File: config.mk
export PLATFORM = sky130hd
export DESIGN_NAME = agu_top
export DESIGN_NICKNAME = d
export VERILOG_FILES = /design/src/rtl/agu_pkg.sv /design/src/rtl/agu_sext.sv /design/src/rtl/agu_ctrl.sv /design/src/rtl/agu_datapath.sv /design/src/rtl/agu_top.sv
export SDC_FILE = /design/constraint.sdc
export NUM_CORES = 1
export LEC_CHECK = 0
export BUFFER_PORTS_ARGS = -buffer_cell sky130_fd_sc_hd__buf_4
export CAP_MARGIN = 20
export CORE_AREA = 2 2 83 85
export CTS_BUF_LIST = sky130_fd_sc_hd__clkbuf_4 sky130_fd_sc_hd__clkbuf_8 sky130_fd_sc_hd__clkbuf_16
export CTS_CLUSTER_DIAMETER = 50
export CTS_CLUSTER_SIZE = 10
export DETAILED_ROUTE_END_ITERATION = 7
export DIE_AREA = 0 0 85 87
export MAX_ROUTING_LAYER = met4
export PLACE_DENSITY = 0.83
export RECOVER_POWER = 100
export SLEW_MARGIN = 5
export SYNTH_ARGS = -nofsm -noshare
export SYNTH_HDL_FRONTEND = slang
export SYNTH_HIERARCHICAL = 1
export SYNTH_SLANG_ARGS = --single-unit
File: constraint.sdc
create_clock -name clk -period 3.9 [get_ports clk]
set_clock_uncertainty 0.1 [all_clocks]
set_input_delay 0.585 -clock clk [delete_from_list [all_inputs] [get_ports clk]]
set_output_delay 0.585 -clock clk [all_outputs]
set_load 0.01 [all_outputs]
File: src/rtl/agu_pkg.sv
package agu_pkg;

  typedef enum logic [1:0] {
    OFF_ZERO = 2'd0,
    OFF_SIX  = 2'd1,
    OFF_NINE = 2'd2,
    OFF_RSVD = 2'd3
  } offSel_e;

  typedef enum logic [1:0] {
    PCS_INC   = 2'd0,
    PCS_ADDER = 2'd1,
    PCS_BUS   = 2'd2,
    PCS_RSVD  = 2'd3
  } pcSel_e;

  // one-hot style strobes from control to datapath
  typedef struct packed {
    logic op1Base;
    logic offSix;
    logic offNine;
    logic pcInc;
    logic pcAdder;
    logic pcBus;
    logic marVec;
    logic loadPc;
  } aguStrobes_t;

endpackage

File: src/rtl/agu_sext.sv
module agu_sext #(
  parameter int IN_W  = 6,
  parameter int OUT_W = 16
) (
  input  logic [IN_W-1:0]  inBits,
  output logic [OUT_W-1:0] outWord
);
  localparam int PAD_W = OUT_W - IN_W;

  assign outWord = {{PAD_W{inBits[IN_W-1]}}, inBits};
endmodule

File: src/rtl/agu_ctrl.sv
module agu_ctrl
  import agu_pkg::*;
(
  input  logic        addr1Sel,
  input  logic [1:0]  addr2Sel,
  input  logic [1:0]  pcSel,
  input  logic        marSel,
  input  logic        pcLoad,
  output aguStrobes_t strb
);
  offSel_e offCode;
  pcSel_e  pcCode;

  assign offCode = offSel_e'(addr2Sel);
  assign pcCode  = pcSel_e'(pcSel);

  always_comb begin
    strb         = '0;
    strb.op1Base = addr1Sel;
    strb.marVec  = marSel;
    strb.loadPc  = pcLoad;
    case (offCode)
      OFF_SIX:  strb.offSix  = 1'b1;
      OFF_NINE: strb.offNine = 1'b1;
      default:  ;
    endcase
    case (pcCode)
      PCS_ADDER: strb.pcAdder = 1'b1;
      PCS_BUS:   strb.pcBus   = 1'b1;
      default:   strb.pcInc   = 1'b1;
    endcase
  end
endmodule

File: src/rtl/agu_datapath.sv
module agu_datapath
  import agu_pkg::*;
#(
  parameter int          WORD_W   = 16,
  parameter int          OFF9_W   = 9,
  parameter int          OFF6_W   = 6,
  parameter int          VEC_W    = 8,
  parameter logic [15:0] RESET_PC = 16'h3000
) (
  input  logic              clk,
  input  logic              rst,
  input  aguStrobes_t       strb,
  input  logic [WORD_W-1:0] instr,
  input  logic [WORD_W-1:0] baseVal,
  input  logic [WORD_W-1:0] busVal,
  output logic [WORD_W-1:0] pcOut,
  output logic [WORD_W-1:0] pcNext,
  output logic [WORD_W-1:0] addrOut,
  output logic [WORD_W-1:0] marOut
);
  localparam int VEC_PAD = WORD_W - VEC_W;

  logic [WORD_W-1:0] pcReg;
  logic [WORD_W-1:0] sext6, sext9;
  logic [WORD_W-1:0] op1, offWord, sumWord, incWord, vecWord;

  agu_sext #(.IN_W(OFF6_W), .OUT_W(WORD_W)) uSext6 (
    .inBits(instr[OFF6_W-1:0]), .outWord(sext6)
  );
  agu_sext #(.IN_W(OFF9_W), .OUT_W(WORD_W)) uSext9 (
    .inBits(instr[OFF9_W-1:0]), .outWord(sext9)
  );

  assign op1     = strb.op1Base ? baseVal : pcReg;
  assign offWord = ({WORD_W{strb.offSix}}  & sext6)
                 | ({WORD_W{strb.offNine}} & sext9);
  assign sumWord = op1 + offWord;
  assign incWord = pcReg + WORD_W'(1);
  assign vecWord = {{VEC_PAD{1'b0}}, instr[VEC_W-1:0]};

  assign pcNext  = ({WORD_W{strb.pcInc}}   & incWord)
                 | ({WORD_W{strb.pcAdder}} & sumWord)
                 | ({WORD_W{strb.pcBus}}   & busVal);
  assign marOut  = strb.marVec ? vecWord : sumWord;
  assign addrOut = sumWord;
  assign pcOut   = pcReg;

  always_ff @(posedge clk) begin
    if (rst)              pcReg <= WORD_W'(RESET_PC);
    else if (strb.loadPc) pcReg <= pcNext;
  end
endmodule

File: src/rtl/agu_top.sv
module agu_top
  import agu_pkg::*;
#(
  parameter int          WORD_W   = 16,
  parameter int          OFF9_W   = 9,
  parameter int          OFF6_W   = 6,
  parameter int          VEC_W    = 8,
  parameter logic [15:0] RESET_PC = 16'h3000
) (
  input  logic              clk,
  input  logic              rst,
  input  logic [WORD_W-1:0] instr,
  input  logic [WORD_W-1:0] baseVal,
  input  logic [WORD_W-1:0] busVal,
  input  logic              addr1Sel,
  input  logic [1:0]        addr2Sel,
  input  logic [1:0]        pcSel,
  input  logic              marSel,
  input  logic              pcLoad,
  output logic [WORD_W-1:0] pcOut,
  output logic [WORD_W-1:0] pcNext,
  output logic [WORD_W-1:0] addrOut,
  output logic [WORD_W-1:0] marOut
);
  aguStrobes_t strb;

  agu_ctrl uCtrl (
    .addr1Sel(addr1Sel), .addr2Sel(addr2Sel), .pcSel(pcSel),
    .marSel(marSel), .pcLoad(pcLoad), .strb(strb)
  );

  agu_datapath #(
    .WORD_W(WORD_W), .OFF9_W(OFF9_W), .OFF6_W(OFF6_W),
    .VEC_W(VEC_W), .RESET_PC(RESET_PC)
  ) uDp (
    .clk(clk), .rst(rst), .strb(strb), .instr(instr),
    .baseVal(baseVal), .busVal(busVal), .pcOut(pcOut),
    .pcNext(pcNext), .addrOut(addrOut), .marOut(marOut)
  );
endmodule

Word-level counts from Yosys, hierarchy flattened
Cells that the tools add are included.
- flip-flop bits (word level): 16
- latch bits: 0
- memory bits (writable): 0
- ROM bits: 0
- input bits: 57
- output and inout bits: 64
- word-level logic and storage cells: 23
- memories: 0
- $add $sub $neg: 2
- multiply operators: 0
- divide/modulo/power cells: 0
- $lt $le $gt $ge: 0
- equal/unequal tests: 4
- shifts and indexed selects: 0
- mux-type cells: 7
- bitwise gates (word level): 8
- reduce and logical (&&, ||, !) cells: 1
- operator list (cell ; count):
    bitwise AND 16 bit ; 5
    bitwise OR 16 bit ; 3
    two-way mux 16 bit ; 2
    adder 16 x 1 -> 16 bit (second input constant) ; 1
    adder 16 bit ; 1
    two-way mux 1 bit ; 5
    equality test 2 x 1 -> 1 bit (second input constant) ; 2
    equality test 2 bit (second input constant) ; 2
    OR reduction 2 bit ; 1

Logic depth before layout (Yosys ltp)
Gate-level depths: netlist (run 1).
- depth after elaboration: 8
- gate-level depth with buffers: 13

Cells and area by module
The synthesis (run 1) kept the hierarchy.
- modules (own cells, without submodules) (module ; instances ; cells each ; area an instance (um2) ; seq. area each (um2)):
    agu_datapath ; 1 ; 336 ; 2539.9 ; 320.3
    agu_sext ; 2 ; 16 ; 120.1 ; 0.0
    agu_ctrl ; 1 ; 9 ; 70.1 ; 0.0

Least setup slack after synthesis (run 1)
No wires, ideal clock.
- kind: input to output
- start point: input addr1Sel
- end point: output marOut[12]
- data arrival time: 3.341 ns
- data required time: 3.215 ns
- path slack: -0.126 ns
- stages: 12
- cell sequence: buf_4 -> buf_2 -> buf_1 -> mux2_2 -> ha_1 -> fa_1 -> a21oi_1 -> o211ai_1 -> and3_1 -> or3_1 -> and2_1 -> nor2b_1
- word-level cells in the longest chain between the ends: 3
- RTL lines (item ; line ; text):
    start: declaration ; agu_top.sv:15 ; input logic addr1Sel,
    two-way mux 16 bit ; agu_datapath.sv:34 ; assign op1 = strb.op1Base ? baseVal : pcReg;
    adder 16 bit ; agu_datapath.sv:37 ; assign sumWord = op1 + offWord;
    named net addrOut[12] ; agu_top.sv:22 ; output logic [WORD_W-1:0] addrOut,
    two-way mux 16 bit ; agu_datapath.sv:44 ; assign marOut = strb.marVec ? vecWord : sumWord;
    end: declaration ; agu_top.sv:23 ; output logic [WORD_W-1:0] marOut
The timed path passes the listed nets, and every way through them passes these cells.

==> results.sh, run 1 <==
export IMPL_status="complete, no violations"
export IMPL_p_switching_mw=0.437
export IMPL_finalHoldViolCount=0
export IMPL_gp_congestion=0.908
export IMPL_ios=121
export IMPL_ys_seq_area_frac=0.112
export IMPL_p_per_area_mw_per_mm2=280
export IMPL_cp_num_buf_inv=4
export IMPL_clockBufferDepth=2
export IMPL_finalCritPeriodShare=0.978
export IMPL_critPathTopFamily="compound AO/OA/AOI/OAI gates"
export IMPL_dp_cells=531
export IMPL_layout_commonest_cell="buf_4"
export IMPL_async_flop_share=0
export IMPL_dieWidth_um=85
export IMPL_setup_viol_count_final=0
export IMPL_critPathMaxStageDelay_ps=410
export IMPL_clkPwrFrac=0.119
export IMPL_grt_use_total=0.231
export IMPL_whs_path_depth=2
export IMPL_start_util=0.434
export IMPL_h_tree_depth=1
export IMPL_die_y_um=87
export IMPL_finalNetCount=537
export IMPL_netlist_area_mm2=0.00285
export IMPL_maxCapViolations=0
export IMPL_p_total_mw=1.03
export IMPL_areaGrowthSynthToFinish_pct=28.8
export IMPL_r2r_start="uDp/pcOut[0]"
export IMPL_layout_drive_gt1_share=0.359
export IMPL_yosysWarnings=6
export IMPL_p_int_mw=0.592
export IMPL_cts_tree="yes"
export IMPL_crit_type="primary input to output pin"
export IMPL_syn_inst=377
export IMPL_whs_endpoint="uDp/pcOut[7]"
export IMPL_clk_pin_slew_ps=60
export IMPL_coreArea_mm2=0.00657
export IMPL_wire_per_inst_um=16.6
export IMPL_min_from="uDp/pcOut[7]"
export IMPL_synth_edff_count=0
export IMPL_via_count=3176
export IMPL_worstPathCellList="buf_4, and2b_2, buf_4, a22o_1, ha_1, a21o_1, a21oi_2, a21boi_2, a221oi_4, buf_6, mux2i_4, nand4bb_1, buf_4"
export IMPL_ant_nets=0
export IMPL_min_period_ps=3810
export IMPL_final_cell_mix="buf_4, nand2_1, nor2_1"
export IMPL_leakage_nw=1.66
export IMPL_cpMostUsedCell="buf_4"
export IMPL_rr_worst_depth=9
export IMPL_vdd_drop_max_uv=177
export IMPL_multi_input_area_mm2=0.00217
export IMPL_worst_setup_path_start_kind="primary input"
export IMPL_num_antenna_cells=0
export IMPL_seq_area_um2=320
export IMPL_grt_start_max_net_pins=30
export IMPL_cp_arrival_ps=3130
export IMPL_hold_path_class="register to register"
export IMPL_grt_pass1_wl_mm=13.7
export IMPL_largest_register_ffs=16
export IMPL_hold_ws_ps=460
export IMPL_drt_iter0_markers=228
export IMPL_rsz0062_at_grt="yes"
export IMPL_combPwrFrac=0.684
export IMPL_drcViolationCount=0
export IMPL_port_buffers=113
export IMPL_syn_nets=453
export IMPL_place_hpwl_mm=7.09
export IMPL_grt_pass1_vias=2863
export IMPL_root_buffer="clkbuf_8"
export IMPL_tightest_slew_ps=613
export IMPL_reg2reg_slack_ps=1070
export IMPL_netlist_cell_type_count=59
export IMPL_slowest_stage="a221oi_4"
export IMPL_maxSlewHeadroom=0.591
export IMPL_worst_endpoint_required_ps=3210
export IMPL_first_pass_iters=5
export IMPL_num_rows=30
export IMPL_grt_overflow=0
export IMPL_synth_ff_type="dfxtp_1"
export IMPL_synth_avg_cell_area_um2=7.56
export IMPL_p_sw_frac=0.424
export IMPL_fmax_ghz=0.262
export IMPL_layout_cells_non_filler=539
export IMPL_seq_power_share=0.197
export IMPL_dieArea_mm2=0.00740
export IMPL_viasPerCell=5.89
export IMPL_synth_seq_cells=16
export IMPL_nFillCells=645
export IMPL_cts_sinks=16
export IMPL_path_max_fanout=6
export IMPL_clk_latency_ps=240
export IMPL_worst_setup_path_end_kind="output pin"
export IMPL_cts_made_buffers=3
export IMPL_antenna_found_initial=0
export IMPL_drv_slew=0
export IMPL_crit_reg2reg_capture="uDp/pcOut[10]"
export IMPL_wirelength_mm=8.92
power by group through the flow:
stage / logic, mW / registers (mW) / clock network (mW)
after floorplan: 0.398 / 0.204 / 0
after global placement: 0.671 / 0.205 / 0
after detailed placement: 0.685 / 0.206 / 0
after CTS: 0.688 / 0.202 / 0.125
after global routing: 0.762 / 0.206 / 0.133
final: 0.703 / 0.203 / 0.122
final cells by class:
class	count	share of cell area
repair buffers	139	0.266
inverters	18	0.0184
flip-flops and latches	16	0.0872
well taps	80	0.0273
multi-input cells	283	0.590
clock buffers	3	0.0112
cell usage after synthesis, types with 4 or more instances:
library cell | count | area share
clkbuf_1 | 18 | 0.024
ha_1 | 18 | 0.079
inv_1 | 18 | 0.024
and4_1 | 4 | 0.012
xor2_1 | 6 | 0.018
a22o_1 | 15 | 0.046
nor2_1 | 23 | 0.030
mux2i_1 | 5 | 0.018
a222oi_1 | 8 | 0.028
mux2_2 | 22 | 0.087
dfxtp_1 | 16 | 0.11
o21a_1 | 5 | 0.013
nor2b_1 | 10 | 0.022
o21ai_0 | 16 | 0.028
nand4_1 | 10 | 0.022
nor3_1 | 8 | 0.014
nand3_1 | 10 | 0.018
xnor2_1 | 18 | 0.055
nand2_1 | 28 | 0.037
or3_1 | 4 | 0.0088
a211oi_1 | 6 | 0.016
a21oi_1 | 17 | 0.030
buf_4 | 35 | 0.092
a21o_1 | 5 | 0.013
through the flow:
stage | setup slack (ps) | TNS (ps) | cell area [um^2] | util
after floorplan | 43.7 | 0 | 2850 | -
after global placement | 49.1 | 0 | 3590 | 0.546
after detailed placement | -31.3 | -56.0 | 3590 | 0.546
after CTS | 33.2 | 0 | 3630 | 0.553
after global routing | -27.9 | -78.4 | 3670 | 0.559
final | 85.7 | 0 | 3670 | 0.559
metal layers:
layer / vias to the layer above / GRT usage / wire, um
met3: 16 / 0.0152 / 812
met4: 0 / 0.0693 / 163
met5: - / - / 0
met1: 1450 / 0.304 / 3640
li1: 1524 / - / -
met2: 186 / 0.381 / 4310
cell families after synthesis:
group           after synthesis  share of synthesized area
simple gates                109                      0.195
compound gates              104                      0.275
fa+ha+maj                    19                     0.0860
xor+xnor                     24                     0.0737
flops                        16                      0.112
buf+inv                      78                      0.153
mux                          27                      0.104
worst max path at each step:
stage | from | end | cells past startpoint
5_1_grt | addr2Sel[1] | pcNext[7] | 12
3_5_place_dp | addr2Sel[1] | pcNext[15] | 13
3_3_place_gp | addr2Sel[0] | pcNext[12] | 12
2_1_floorplan | addr1Sel | marOut[12] | 12
4_1_cts | addr2Sel[1] | pcNext[15] | 13
6_report | addr2Sel[1] | pcNext[15] | 13
worst register-to-register path: stages (launching register included):
cell      delay, ps
dfxtp_1         390
mux2_2          290
ha_1            220
fa_2            360
a21oi_2         160
o211ai_1        140
o21ai_1         300
xnor2_1         240
a221o_1         360
o21a_1          170
what timing repair did:
item | 4_1_cts | 5_1_grt
hold buffers | 0 | 0
gates resized for setup | 1 | 18
buffers inserted | 0 | 5
pin swaps | 0 | 8
setup endpoints to repair | 2 | 9
Power figures use the tool's default switching activity.
==> run 2, diff against run 1 <==
- CORE_AREA: 2 2 83 85 -> 2 2 110 112
- DIE_AREA: 0 0 85 87 -> 0 0 112 114
- PLACE_DENSITY: 0.83 -> 0.55
==> results.sh, run 2 (synthesis results as in run 1) <==
export IMPL_finalCritPeriodShare=0.972
export IMPL_critPathMaxStageDelay_ps=380
export IMPL_viasPerCell=4.98
export IMPL_vdd_drop_max_uv=209
export IMPL_rr_worst_depth=10
export IMPL_hold_path_class="register to register"
export IMPL_worstPathCellList="buf_4, and2b_4, a22o_1, ha_1, fa_2, a21oi_2, o211ai_1, and3_1, or3_4, and2_1, nor2b_1, buf_4"
export IMPL_slowest_stage="or3_4"
export IMPL_grt_start_max_net_pins=30
export IMPL_met1_usage=0.202
export IMPL_antenna_found_initial=0
export IMPL_grt_use_total=0.149
export IMPL_ant_nets=0
export IMPL_p_total_mw=1.11
export IMPL_dieArea_mm2=0.0128
export IMPL_largest_register_ffs=16
export IMPL_dieWidth_um=112
export IMPL_drv_slew=0
export IMPL_r2r_start="uDp/pcOut[0]"
export IMPL_maxCapViolations=0
export IMPL_worstSetupEndpoint="marOut[12]"
export IMPL_maxSlewHeadroom=0.554
export IMPL_via_count=3034
export IMPL_cts_sinks=16
export IMPL_port_buffers=113
export IMPL_nFillCells=1291
export IMPL_grt_pass1_wl_mm=15.0
export IMPL_grt_pass1_vias=2824
export IMPL_worst_setup_path_start_kind="primary input"
export IMPL_h_tree_depth=1
export IMPL_num_rows=40
export IMPL_clk_pin_slew_ps=50
export IMPL_gr_usage_met3=0.0128
export IMPL_path_max_fanout=9
export IMPL_crit_reg2reg_capture="uDp/pcOut[10]"
export IMPL_layout_drive_gt1_share=0.357
export IMPL_finalWorstSetupSlack_ps=111
export IMPL_tightest_slew_ps=670
export IMPL_finalHoldViolCount=0
export IMPL_grt_use_met2=0.248
export IMPL_rsz0062_at_grt="yes"
export IMPL_cts_tree="yes"
export IMPL_num_antenna_cells=0
export IMPL_pre_cts_ws_ps=-284
export IMPL_worst_setup_path_end_kind="output pin"
export IMPL_crit_start="addr2Sel[1]"
export IMPL_crit_type="primary input to output pin"
export IMPL_wirelength_mm=9.80
export IMPL_top_usage_layer="met2"
export IMPL_cp_arrival_ps=3100
export IMPL_wire_per_inst_um=16.1
export IMPL_holdBufCountCts=0
export IMPL_cpMostUsedCell="buf_4"
export IMPL_reg2reg_slack_ps=1000
export IMPL_worst_endpoint_required_ps=3210
export IMPL_fmax_ghz=0.264
export IMPL_clockBufferDepth=2
export IMPL_areaGrowthSynthToFinish_pct=32.8
export IMPL_setup_viol_count_final=0
export IMPL_root_buffer="clkbuf_16"
export IMPL_cts_made_buffers=3
export IMPL_drcViolationCount=0
export IMPL_start_util=0.243
export IMPL_hold_ws_ps=456
export IMPL_min_period_ps=3790
export IMPL_finalNetCount=540
export IMPL_die_y_um=114
export IMPL_clk_latency_ps=240
export IMPL_final_cell_mix="buf_4, nand2_1, nor2_1"
export IMPL_gp_congestion=0.868
export IMPL_status="complete, no violations"
export IMPL_ios=121
export IMPL_grt_overflow=0
export IMPL_leakage_nw=1.69
export IMPL_drt_iter0_markers=288
export IMPL_first_pass_iters=5
export IMPL_coreArea_mm2=0.0117
export IMPL_place_hpwl_mm=8.09
export IMPL_layout_commonest_cell="buf_4"
export IMPL_p_per_area_mw_per_mm2=294
[run 2: worst min-delay path by stage]
stage | from | to | cells after the start
6_report | uDp/pcOut[9] | uDp/pcOut[9] | 2
5_1_grt | uDp/pcOut[7] | uDp/pcOut[7] | 2
2_1_floorplan | uDp/pcOut[9] | uDp/pcOut[9] | 2
4_1_cts | uDp/pcOut[9] | uDp/pcOut[9] | 2
3_5_place_dp | uDp/pcOut[9] | uDp/pcOut[9] | 2
3_3_place_gp | uDp/pcOut[9] | uDp/pcOut[9] | 2
[run 2: through the flow]
stage / instance area (um^2) / setup TNS (ps) / instances / utilization
finish: 3780 / 0 / 609 / 0.323
global route: 3780 / -31.7 / 609 / 0.323
CTS: 3800 / 0 / 606 / 0.325
detailed placement: 3710 / -2640 / 603 / 0.317
global placement: 3710 / -2890 / 603 / 0.317
floorplan: 2850 / 0 / 377 / -
[run 2: metal layers]
metal  wire length (um)  up-vias
li1                   -     1523
met1               4530     1403
met2               4680      104
met3                530        4
met4                 59        0
met5                  0        -
[run 2: critical path: cells and delay by family]
kind / cells / cell delay [ps]
simple gates: 5 / 1110
fa+ha+maj: 2 / 580
compound gates: 3 / 560
buf+inv: 2 / 260
[run 2: cell type report]
type                       instances  area (um^2)  area share
tap                              147          184      0.0486
clock buffer                       3         75.1      0.0198
multi-input combinational        283         2150       0.567
inverter                          18         67.6      0.0179
timing repair buffer             142          991       0.262
sequential                        16          320      0.0846
[run 2: timing repair]
item,CTS,global route
pin swaps,0,3
resized for setup,5,9
endpoints found under the setup margin,21,10
buffers inserted,0,3
[run 2: where the power goes]
part | leakage, nW | switching, mW | internal (mW) | total (mW)
sequential | 0.133 | 0.0242 | 0.178 | 0.202
clock | 0.0370 | 0.0621 | 0.134 | 0.197
combinational | 1.52 | 0.361 | 0.351 | 0.713
==> run 3, diff against run 2 <==
- CELL_PAD_IN_SITES_DETAIL_PLACEMENT: not set -> 1
- CELL_PAD_IN_SITES_GLOBAL_PLACEMENT: not set -> 1
- PLACE_DENSITY: 0.55 -> 0.71
==> results.sh, run 3 (synthesis results as in run 1) <==
export IMPL_status="complete, no violations"
export IMPL_drt_iter0_markers=215
export IMPL_pre_cts_ws_ps=-199
export IMPL_cts_made_buffers=3
export IMPL_whs_path_depth=2
export IMPL_p_per_area_mw_per_mm2=298
export IMPL_layout_commonest_cell="buf_4"
export IMPL_port_buffers=113
export IMPL_p_sw_frac=0.398
export IMPL_largest_register_ffs=16
export IMPL_worst_setup_path_end_kind="output pin"
export IMPL_vdd_drop_max_uv=151
export IMPL_placed_cell_area_mm2=0.00372
export IMPL_h_tree_depth=1
export IMPL_cts_tree="yes"
export IMPL_clk_latency_ps=240
export IMPL_grt_pass1_vias=3160
export IMPL_finalWorstSetupSlack_ps=72.6
export IMPL_place_hpwl_mm=8.85
export IMPL_tns_ps=0
export IMPL_grt_overflow=0
export IMPL_antenna_found_initial=0
export IMPL_areaGrowthSynthToFinish_pct=36.5
export IMPL_viasPerCell=5.13
export IMPL_cts_sinks=16
export IMPL_leakage_nw=1.72
export IMPL_worst_endpoint_required_ps=3210
export IMPL_via_count=3152
export IMPL_gp_congestion=0.860
export IMPL_hold_ws_ps=460
export IMPL_seq_power_share=0.175
export IMPL_holdBufCountCts=0
export IMPL_combPwrFrac=0.636
export IMPL_drv_slew=0
export IMPL_layout_cells_non_filler=615
export IMPL_maxCapViolations=0
export IMPL_rr_worst_depth=10
export IMPL_num_rows=40
export IMPL_setup_viol_count_final=0
export IMPL_grt_pass1_wl_mm=16.4
export IMPL_finalNetCount=545
export IMPL_final_cell_mix="buf_4, nand2_1, nor2_1"
export IMPL_die_y_um=114
export IMPL_worst_setup_path_start_kind="primary input"
export IMPL_p_int_mw=0.697
export IMPL_ant_nets=0
export IMPL_fmax_ghz=0.261
export IMPL_ios=121
export IMPL_maxSlewHeadroom=0.546
export IMPL_wirelength_mm=10.6
export IMPL_nFillCells=1473
export IMPL_start_util=0.243
export IMPL_coreArea_mm2=0.0117
export IMPL_crit_type="primary input to output pin"
export IMPL_wire_per_inst_um=17.3
export IMPL_post_route_cell_area_mm2=0.00389
export IMPL_hold_path_class="register to register"
export IMPL_p_switching_mw=0.461
export IMPL_min_period_ps=3830
export IMPL_finalCritPeriodShare=0.981
export IMPL_grt_use_total=0.161
export IMPL_num_antenna_cells=0
export IMPL_dieWidth_um=112
export IMPL_root_buffer="clkbuf_16"
export IMPL_path_max_fanout=7
export IMPL_drcViolationCount=0
export IMPL_post_route_util=0.332
export IMPL_p_total_mw=1.16
export IMPL_finalHoldViolCount=0
export IMPL_grt_start_max_net_pins=30
export IMPL_cp_arrival_ps=3140
export IMPL_first_pass_iters=6
export IMPL_clkPwrFrac=0.189
export IMPL_clk_pin_slew_ps=50
export IMPL_tightest_slew_ps=682
export IMPL_dieArea_mm2=0.0128
export IMPL_dp_cells=605
export IMPL_clockBufferDepth=2
export IMPL_layout_drive_gt1_share=0.372
==> run 3: cell types whose count changed in the layout (fill, tap and decap cells not counted), sizes merged <==
cell	previous run	this run
buf	122	124
clkbuf	23	27
==> run 3: what timing repair did <==
item                       4_1_cts  5_1_grt
resized for setup               11       12
pin swaps                        5       10
setup endpoints to repair       14       15
buffers inserted                 2        4
==> run 3: worst max-delay path, cell delays in order <==
cell and delay [ps]:
buf_4 120, and2b_4 190, a22o_1 240, ha_1 220, fa_2 360, a21oi_2 190
o211ai_1 150, and3_1 240, or3_4 390, and2_4 180, nor2b_1 120, buf_4 150
==> run 3: worst paths after layout <==
path / start / endpoint / slack, ps
worst max-delay path: addr2Sel[1] / marOut[12] / 70
worst min-delay path: uDp/pcOut[9] / uDp/pcOut[9] / 460
worst max register to register: uDp/pcOut[0] / uDp/pcOut[12] / 1000
worst min register to register: uDp/pcOut[9] / uDp/pcOut[9] / 460
==> run 3: routing by layer <==
| layer | routed length (um) | track usage | vias to the layer above |
|---|---|---|---|
| met1 | 4560 | 0.203 | 1506 |
| met2 | 5370 | 0.282 | 92 |
| met4 | 183 | 0.0374 | 0 |
| li1 | - | - | 1538 |
| met5 | 0 | - | - |
| met3 | 526 | 0.0128 | 16 |
==> run 3: power groups by stage <==
stage,clock [mW],combinational [mW],sequential (mW)
2_1_floorplan,0,0.398,0.204
3_3_place_gp,0,0.705,0.204
3_5_place_dp,0,0.721,0.205
4_1_cts,0.223,0.738,0.202
5_1_grt,0.230,0.800,0.205
6_report,0.219,0.736,0.202
==> run 3: layout make-up <==
cell class	count	area, um^2	share of cell area
multi-input cells	283	2200	0.567
well taps	147	184	0.0473
repair buffers	147	1020	0.263
flip-flops and latches	16	320	0.0823
inverters	18	67.6	0.0174
clock buffers	4	88.8	0.0228
